<file path="src/rtl/evt_irq_pkg.sv">
package evt_irq_pkg;

  // Status layout: bit 7 mirrors a live level, bit 6 is held at zero.
  localparam int N_STAT   = 9;
  localparam int LIVE_BIT = 7;
  localparam int RSVD_BIT = 6;
  localparam int ADDR_W   = 2;

  // Bits that latch strobes.
  localparam logic [N_STAT-1:0] EVT_MASK =
    ~((N_STAT'(1) << LIVE_BIT) | (N_STAT'(1) << RSVD_BIT));

  // Bits that software may enable.
  localparam logic [N_STAT-1:0] ENAB_MASK = ~(N_STAT'(1) << RSVD_BIT);

  typedef enum logic [ADDR_W-1:0] {
    SEL_STAT = 2'd0,
    SEL_ENAB = 2'd1,
    SEL_MODE = 2'd2,
    SEL_CONF = 2'd3
  } reg_sel_e;

endpackage

</file>
<file path="src/rtl/evt_status_bank.sv">
module evt_status_bank
  import evt_irq_pkg::*;
#(
  parameter int NB = N_STAT
) (
  input  logic          clk,
  input  logic          rst,
  input  logic [NB-1:0] evt_set,
  input  logic [NB-1:0] evt_clr,
  input  logic          live_in,
  output logic [NB-1:0] view
);

  for (genvar g = 0; g < NB; g++) begin : g_bit
    if (g == LIVE_BIT) begin : g_live
      logic unused_live;
      assign unused_live = evt_set[g] ^ evt_clr[g];
      assign view[g] = live_in;
    end else if (g == RSVD_BIT) begin : g_rsvd
      logic unused_rsvd;
      assign unused_rsvd = evt_set[g] ^ evt_clr[g];
      assign view[g] = 1'b0;
    end else begin : g_evt
      logic held;
      // A set at the same edge as a clear wins.
      always_ff @(posedge clk) begin
        if (rst) held <= 1'b0;
        else     held <= (held & ~evt_clr[g]) | evt_set[g];
      end
      assign view[g] = held;
    end
  end

endmodule

</file>
<file path="src/rtl/evt_reg_port.sv">
module evt_reg_port
  import evt_irq_pkg::*;
#(
  parameter int DATA_W = 16,
  parameter int NB     = N_STAT
) (
  input  logic              clk,
  input  logic              rst,
  input  logic [ADDR_W-1:0] addr,
  input  logic              wr_en,
  input  logic [DATA_W-1:0] wr_data,
  input  logic              rd_en,
  input  logic [NB-1:0]     stat_view,
  output logic [DATA_W-1:0] rd_data,
  output logic [NB-1:0]     clr_vec,
  output logic [NB-1:0]     enab_q,
  output logic              glb_en_q,
  output logic              pol_q,
  output logic              pulse_q
);

  reg_sel_e          sel;
  logic [DATA_W-1:0] rd_next;
  logic              unused_hi;

  assign sel       = reg_sel_e'(addr);
  assign unused_hi = ^wr_data[DATA_W-1:NB];
  assign clr_vec   = (wr_en && sel == SEL_STAT) ? wr_data[NB-1:0] : '0;

  always_ff @(posedge clk) begin
    if (rst) begin
      enab_q   <= '0;
      glb_en_q <= 1'b0;
      pol_q    <= 1'b0;
      pulse_q  <= 1'b0;
    end else if (wr_en) begin
      case (sel)
        SEL_ENAB: enab_q   <= wr_data[NB-1:0] & ENAB_MASK;
        SEL_MODE: glb_en_q <= wr_data[0];
        SEL_CONF: begin
          pol_q   <= wr_data[0];
          pulse_q <= wr_data[1];
        end
        default: ;
      endcase
    end
  end

  always_comb begin
    rd_next = '0;
    case (sel)
      SEL_STAT: rd_next[NB-1:0] = stat_view;
      SEL_ENAB: rd_next[NB-1:0] = enab_q;
      SEL_MODE: rd_next[0]      = glb_en_q;
      SEL_CONF: rd_next[1:0]    = {pulse_q, pol_q};
      default:  rd_next         = '0;
    endcase
  end

  always_ff @(posedge clk) begin
    if (rst)        rd_data <= '0;
    else if (rd_en) rd_data <= rd_next;
  end

endmodule

</file>
<file path="src/rtl/irq_pin_shaper.sv">
module irq_pin_shaper #(
  parameter int PULSE_CYC = 8
) (
  input  logic clk,
  input  logic rst,
  input  logic pend_any,
  input  logic pol_hi,
  input  logic pulse_mode,
  output logic irq_out
);

  localparam int CNT_W = $clog2(PULSE_CYC + 1);

  logic             pend_q;
  logic             rise;
  logic             act;
  logic [CNT_W-1:0] cnt_q;
  logic [CNT_W-1:0] cnt_n;

  assign rise  = pend_any & ~pend_q;
  assign cnt_n = rise ? CNT_W'(PULSE_CYC)
               : ((cnt_q != '0) ? cnt_q - CNT_W'(1) : '0);
  assign act   = pulse_mode ? (cnt_n != '0) : pend_any;

  always_ff @(posedge clk) begin
    if (rst) begin
      pend_q  <= 1'b0;
      cnt_q   <= '0;
      irq_out <= 1'b1;
    end else begin
      pend_q  <= pend_any;
      cnt_q   <= cnt_n;
      irq_out <= pol_hi ? act : ~act;
    end
  end

endmodule

</file>
<file path="src/rtl/evt_irq_ctrl.sv">
module evt_irq_ctrl
  import evt_irq_pkg::*;
#(
  parameter int PULSE_CYC = 8,
  parameter int DATA_W    = 16
) (
  input  logic              clk,
  input  logic              rst,
  input  logic [N_STAT-1:0] evt_strobe,
  input  logic              bus_suspend,
  input  logic [ADDR_W-1:0] addr,
  input  logic              wr_en,
  input  logic [DATA_W-1:0] wr_data,
  input  logic              rd_en,
  output logic [DATA_W-1:0] rd_data,
  output logic              irq_out
);

  logic [N_STAT-1:0] stat_view;
  logic [N_STAT-1:0] clr_vec;
  logic [N_STAT-1:0] enab_q;
  logic              glb_en_q;
  logic              pol_q;
  logic              pulse_q;
  logic              pend_any;

  evt_status_bank #(.NB(N_STAT)) u_bank (
    .clk     (clk),
    .rst     (rst),
    .evt_set (evt_strobe),
    .evt_clr (clr_vec),
    .live_in (bus_suspend),
    .view    (stat_view)
  );

  evt_reg_port #(.DATA_W(DATA_W), .NB(N_STAT)) u_regs (
    .clk       (clk),
    .rst       (rst),
    .addr      (addr),
    .wr_en     (wr_en),
    .wr_data   (wr_data),
    .rd_en     (rd_en),
    .stat_view (stat_view),
    .rd_data   (rd_data),
    .clr_vec   (clr_vec),
    .enab_q    (enab_q),
    .glb_en_q  (glb_en_q),
    .pol_q     (pol_q),
    .pulse_q   (pulse_q)
  );

  assign pend_any = glb_en_q & (|(stat_view & enab_q));

  irq_pin_shaper #(.PULSE_CYC(PULSE_CYC)) u_pin (
    .clk        (clk),
    .rst        (rst),
    .pend_any   (pend_any),
    .pol_hi     (pol_q),
    .pulse_mode (pulse_q),
    .irq_out    (irq_out)
  );

endmodule

</file>
<file path="config.mk">
export PLATFORM = sky130hd
export DESIGN_NAME = evt_irq_ctrl
export DESIGN_NICKNAME = d
export VERILOG_FILES = /design/src/rtl/evt_irq_pkg.sv /design/src/rtl/evt_status_bank.sv /design/src/rtl/evt_reg_port.sv /design/src/rtl/irq_pin_shaper.sv /design/src/rtl/evt_irq_ctrl.sv
export SDC_FILE = /design/constraint.sdc
export NUM_CORES = 1
export LEC_CHECK = 0
export ABC_CLOCK_PERIOD_IN_PS = 2150
export BUFFER_PORTS_ARGS = -buffer_cell sky130_fd_sc_hd__clkbuf_2
export CAP_MARGIN = 15
export CORE_MARGIN = 5
export CORE_UTILIZATION = 30
export CTS_CLUSTER_DIAMETER = 200
export DETAILED_ROUTE_END_ITERATION = 8
export PLACE_DENSITY = 0.61
export SYNTH_ARGS = -nofsm -noshare
export SYNTH_HDL_FRONTEND = slang
export SYNTH_HIERARCHICAL = 1
export SYNTH_SLANG_ARGS = --single-unit
</file>
<file path="constraint.sdc">
create_clock -name clk -period 2.15 [get_ports clk]
set_input_delay 0.215 -clock clk [delete_from_list [all_inputs] [get_ports clk]]
set_output_delay 0.215 -clock clk [all_outputs]
set_load 0.005 [all_outputs]
</file>
==> impl_results.md <==
- Status: completed
- RSZ-0062 raised after global routing: no
- Crit-path slowest cell: dfxtp_1
- Largest stage delay, worst path: 0.39 ns
- Final Non-Filler Cells: 273
- Fillers: 605
- Crit. End Element: flop
- Die H: 84.90 um
- Row cnt: 27
- Tcrit/Tclk final: 0.8202
- Die width: 84.90 um
- Gpl congestion: 0.7698
- Cells after Synth: 180
- Hold buffers post-CTS: 0
- I/O pins: 49
- Worst Path Arrival: 1.97 ns
- CTS tree: done
- Initial DRC count: 71
- Dpl cell area: 1787 sq um
- Share of post-route cells with drive strength above 1: 0.2886
- Required time of the worst setup path: 2.36 ns
- Fin. Hold Viols: 0
- Setup violations, final: 0
- Buf/Inv on CP: 0
- Levels on crit path: 7
- Detailed Routing Iterations Pass 1: 4
- Core Area: 5473 sq um
- Worst r2r src: u_bank/g_bit[5].g_evt.held
- Die area: 7207 sq um
- Setup crit end: u_pin/irq_out
- DR DRC count: 0
- Total clock sinks: 33
- GRT Util Overall: 0.09803
- ANT cells: 0
- Cell Pwr Density: 794.4 nW/um^2
- Post-CTS Setup Bufs: 0
- Reg clk slew, reported paths: 0.06 ns
- R2r endpoint: u_pin/irq_out
- Fin area: 1873 sq um
- Peak VDD IR: 0.3452 mV
- CTS root buf: clkbuf_8
- Hold Path Class: in2reg
- Initial cell density of the core: 0.3075
- Pre-CTS WS: 0.3946 ns
- Synth-to-Final Area Change: 11.30%
- Hold_sp: evt_strobe[5]
- Global route overflow: 0
- Final net count: 234
- Total CTS buffers: 5
- Largest net degree at the start of global routing: 35
- Register-to-Register Setup Slack: 0.39 ns
- CP Launch Point: u_bank/g_bit[5].g_evt.held
- H-tree depth: 2
- Initial antenna violation count: 0
- Slew @ Worst Pin: 0.6895 ns
- ANT nets after route: 0
- CP top delay family: compound AO/OA/AOI/OAI gates
- Final HPWL DP: 2470 um
- CP Class: reg2reg
- Slew margin rel.: 0.5403
- Max Clock Skew: 0.003129 ns
- Max-slew violation count: 0
- Post-Route WL: 3362 um
- Vias: 1204
- Drt via density: 4.410
- Global-route wire length before repair: 5520 um
- Post-route minimum period: 1.763 ns
- Fmax: 0.5671 GHz
- Post-Syn Area per Cell: 9.349 sq um
- Cells after DPL: 266
- Max-cap violation count: 0
- Crit Path Max Fanout: 3
- Number of global-route vias before repair: 1178
- Clock Latency Late Sink: 0.28 ns
- Wirelength per Cell: 12.32 um
- CP Launch Type: flop
- Port Buffer Count: 31
- CP Cell Sequence: a22o_1, a221oi_2, a31oi_1, nand2b_1, a21boi_0, a222oi_1, mux2i_1
- Synthesized area: 1683 sq um
- Yosys warnings: 6
- R2R cell count: 7
- Final Worst Setup Slack: 0.3865 ns
- Cts repair resizes: 0
- Clock buffer depth: 2
- Leakage power: 0.8941 nW
- Final TNS setup: 0 ns
==> worst min-delay path: stages <==
cell	delay, ns
clkbuf_2	0.08
inv_1	0.04
a21oi_1	0.05
==> per-stage QoR <==
step                      total power [mW]    util  hold WS, ns
final                                1.488  0.3423       0.1496
after global placement               1.037  0.3265       0.4393
after floorplan                     0.9902       -       0.2841
after detailed placement             1.047  0.3265       0.4431
after CTS                            1.517  0.3423       0.1440
after global routing                 1.589  0.3423       0.1409
==> metal layers <==
| metal | global-route usage | vias to the layer above | share of wire |
|---|---|---|---|
| li1 | - | 622 | - |
| met2 | 0.1502 | 29 | 0.45 |
| met4 | 0.04604 | 0 | 0.013 |
| met3 | 0.03495 | 5 | 0.049 |
| met5 | 0 | - | 0 |
| met1 | 0.1227 | 548 | 0.49 |
==> cell type report <==
class / instances / area (sq um) / share of cell area
multi-input combinational: 119 / 839.6 / 0.4482
sequential: 33 / 660.6 / 0.3527
timing repair buffer: 31 / 155.1 / 0.08283
tap: 72 / 90.09 / 0.04810
clock buffer: 7 / 86.33 / 0.04609
inverter: 11 / 41.29 / 0.02204
==> layout by cell type, fill, tap and decap left out, types with 3 or more instances in the layout <==
master	n
and3_1	3
dfxtp_1	33
mux2_2	6
nand2_1	3
and3_2	4
nor3_1	3
clkbuf_2	31
nor2_1	23
mux2i_1	15
a21oi_1	15
conb_1	9
nand3_1	3
nand2b_4	7
inv_1	11
nor2b_1	9
clkbuf_8	6
==> worst min path at each step <==
stage | endpoint | slack (ns) | cells past startpoint
after floorplan | u_bank/g_bit[0].g_evt.held | 0.28 | 1
after global placement | u_bank/g_bit[3].g_evt.held | 0.44 | 3
final | u_bank/g_bit[5].g_evt.held | 0.15 | 3
after global routing | u_bank/g_bit[5].g_evt.held | 0.14 | 3
after CTS | u_bank/g_bit[5].g_evt.held | 0.14 | 3
after detailed placement | u_bank/g_bit[5].g_evt.held | 0.44 | 3
==> state kept, by name, indices dropped and copies added, names as in the netlist <==
name and cells:
u_regs/glb_en_q 1, u_bank/g_bit.g_evt.held 7, u_regs/rd_data 9, u_pin/pend_q 1, u_pin/irq_out 1, u_pin/cnt_q 4
u_regs/pol_q 1, u_regs/pulse_q 1, u_regs/enab_q 8
==> report_power, final <==
| part | total (mW) | internal [mW] | leakage [nW] | switching, mW |
|---|---|---|---|---|
| logic | 0.314 | 0.152 | 0.579 | 0.161 |
| clock network | 0.460 | 0.254 | 0.0443 | 0.206 |
| registers | 0.714 | 0.666 | 0.270 | 0.0478 |
No activity file was read; power rests on OpenSTA's default activity.
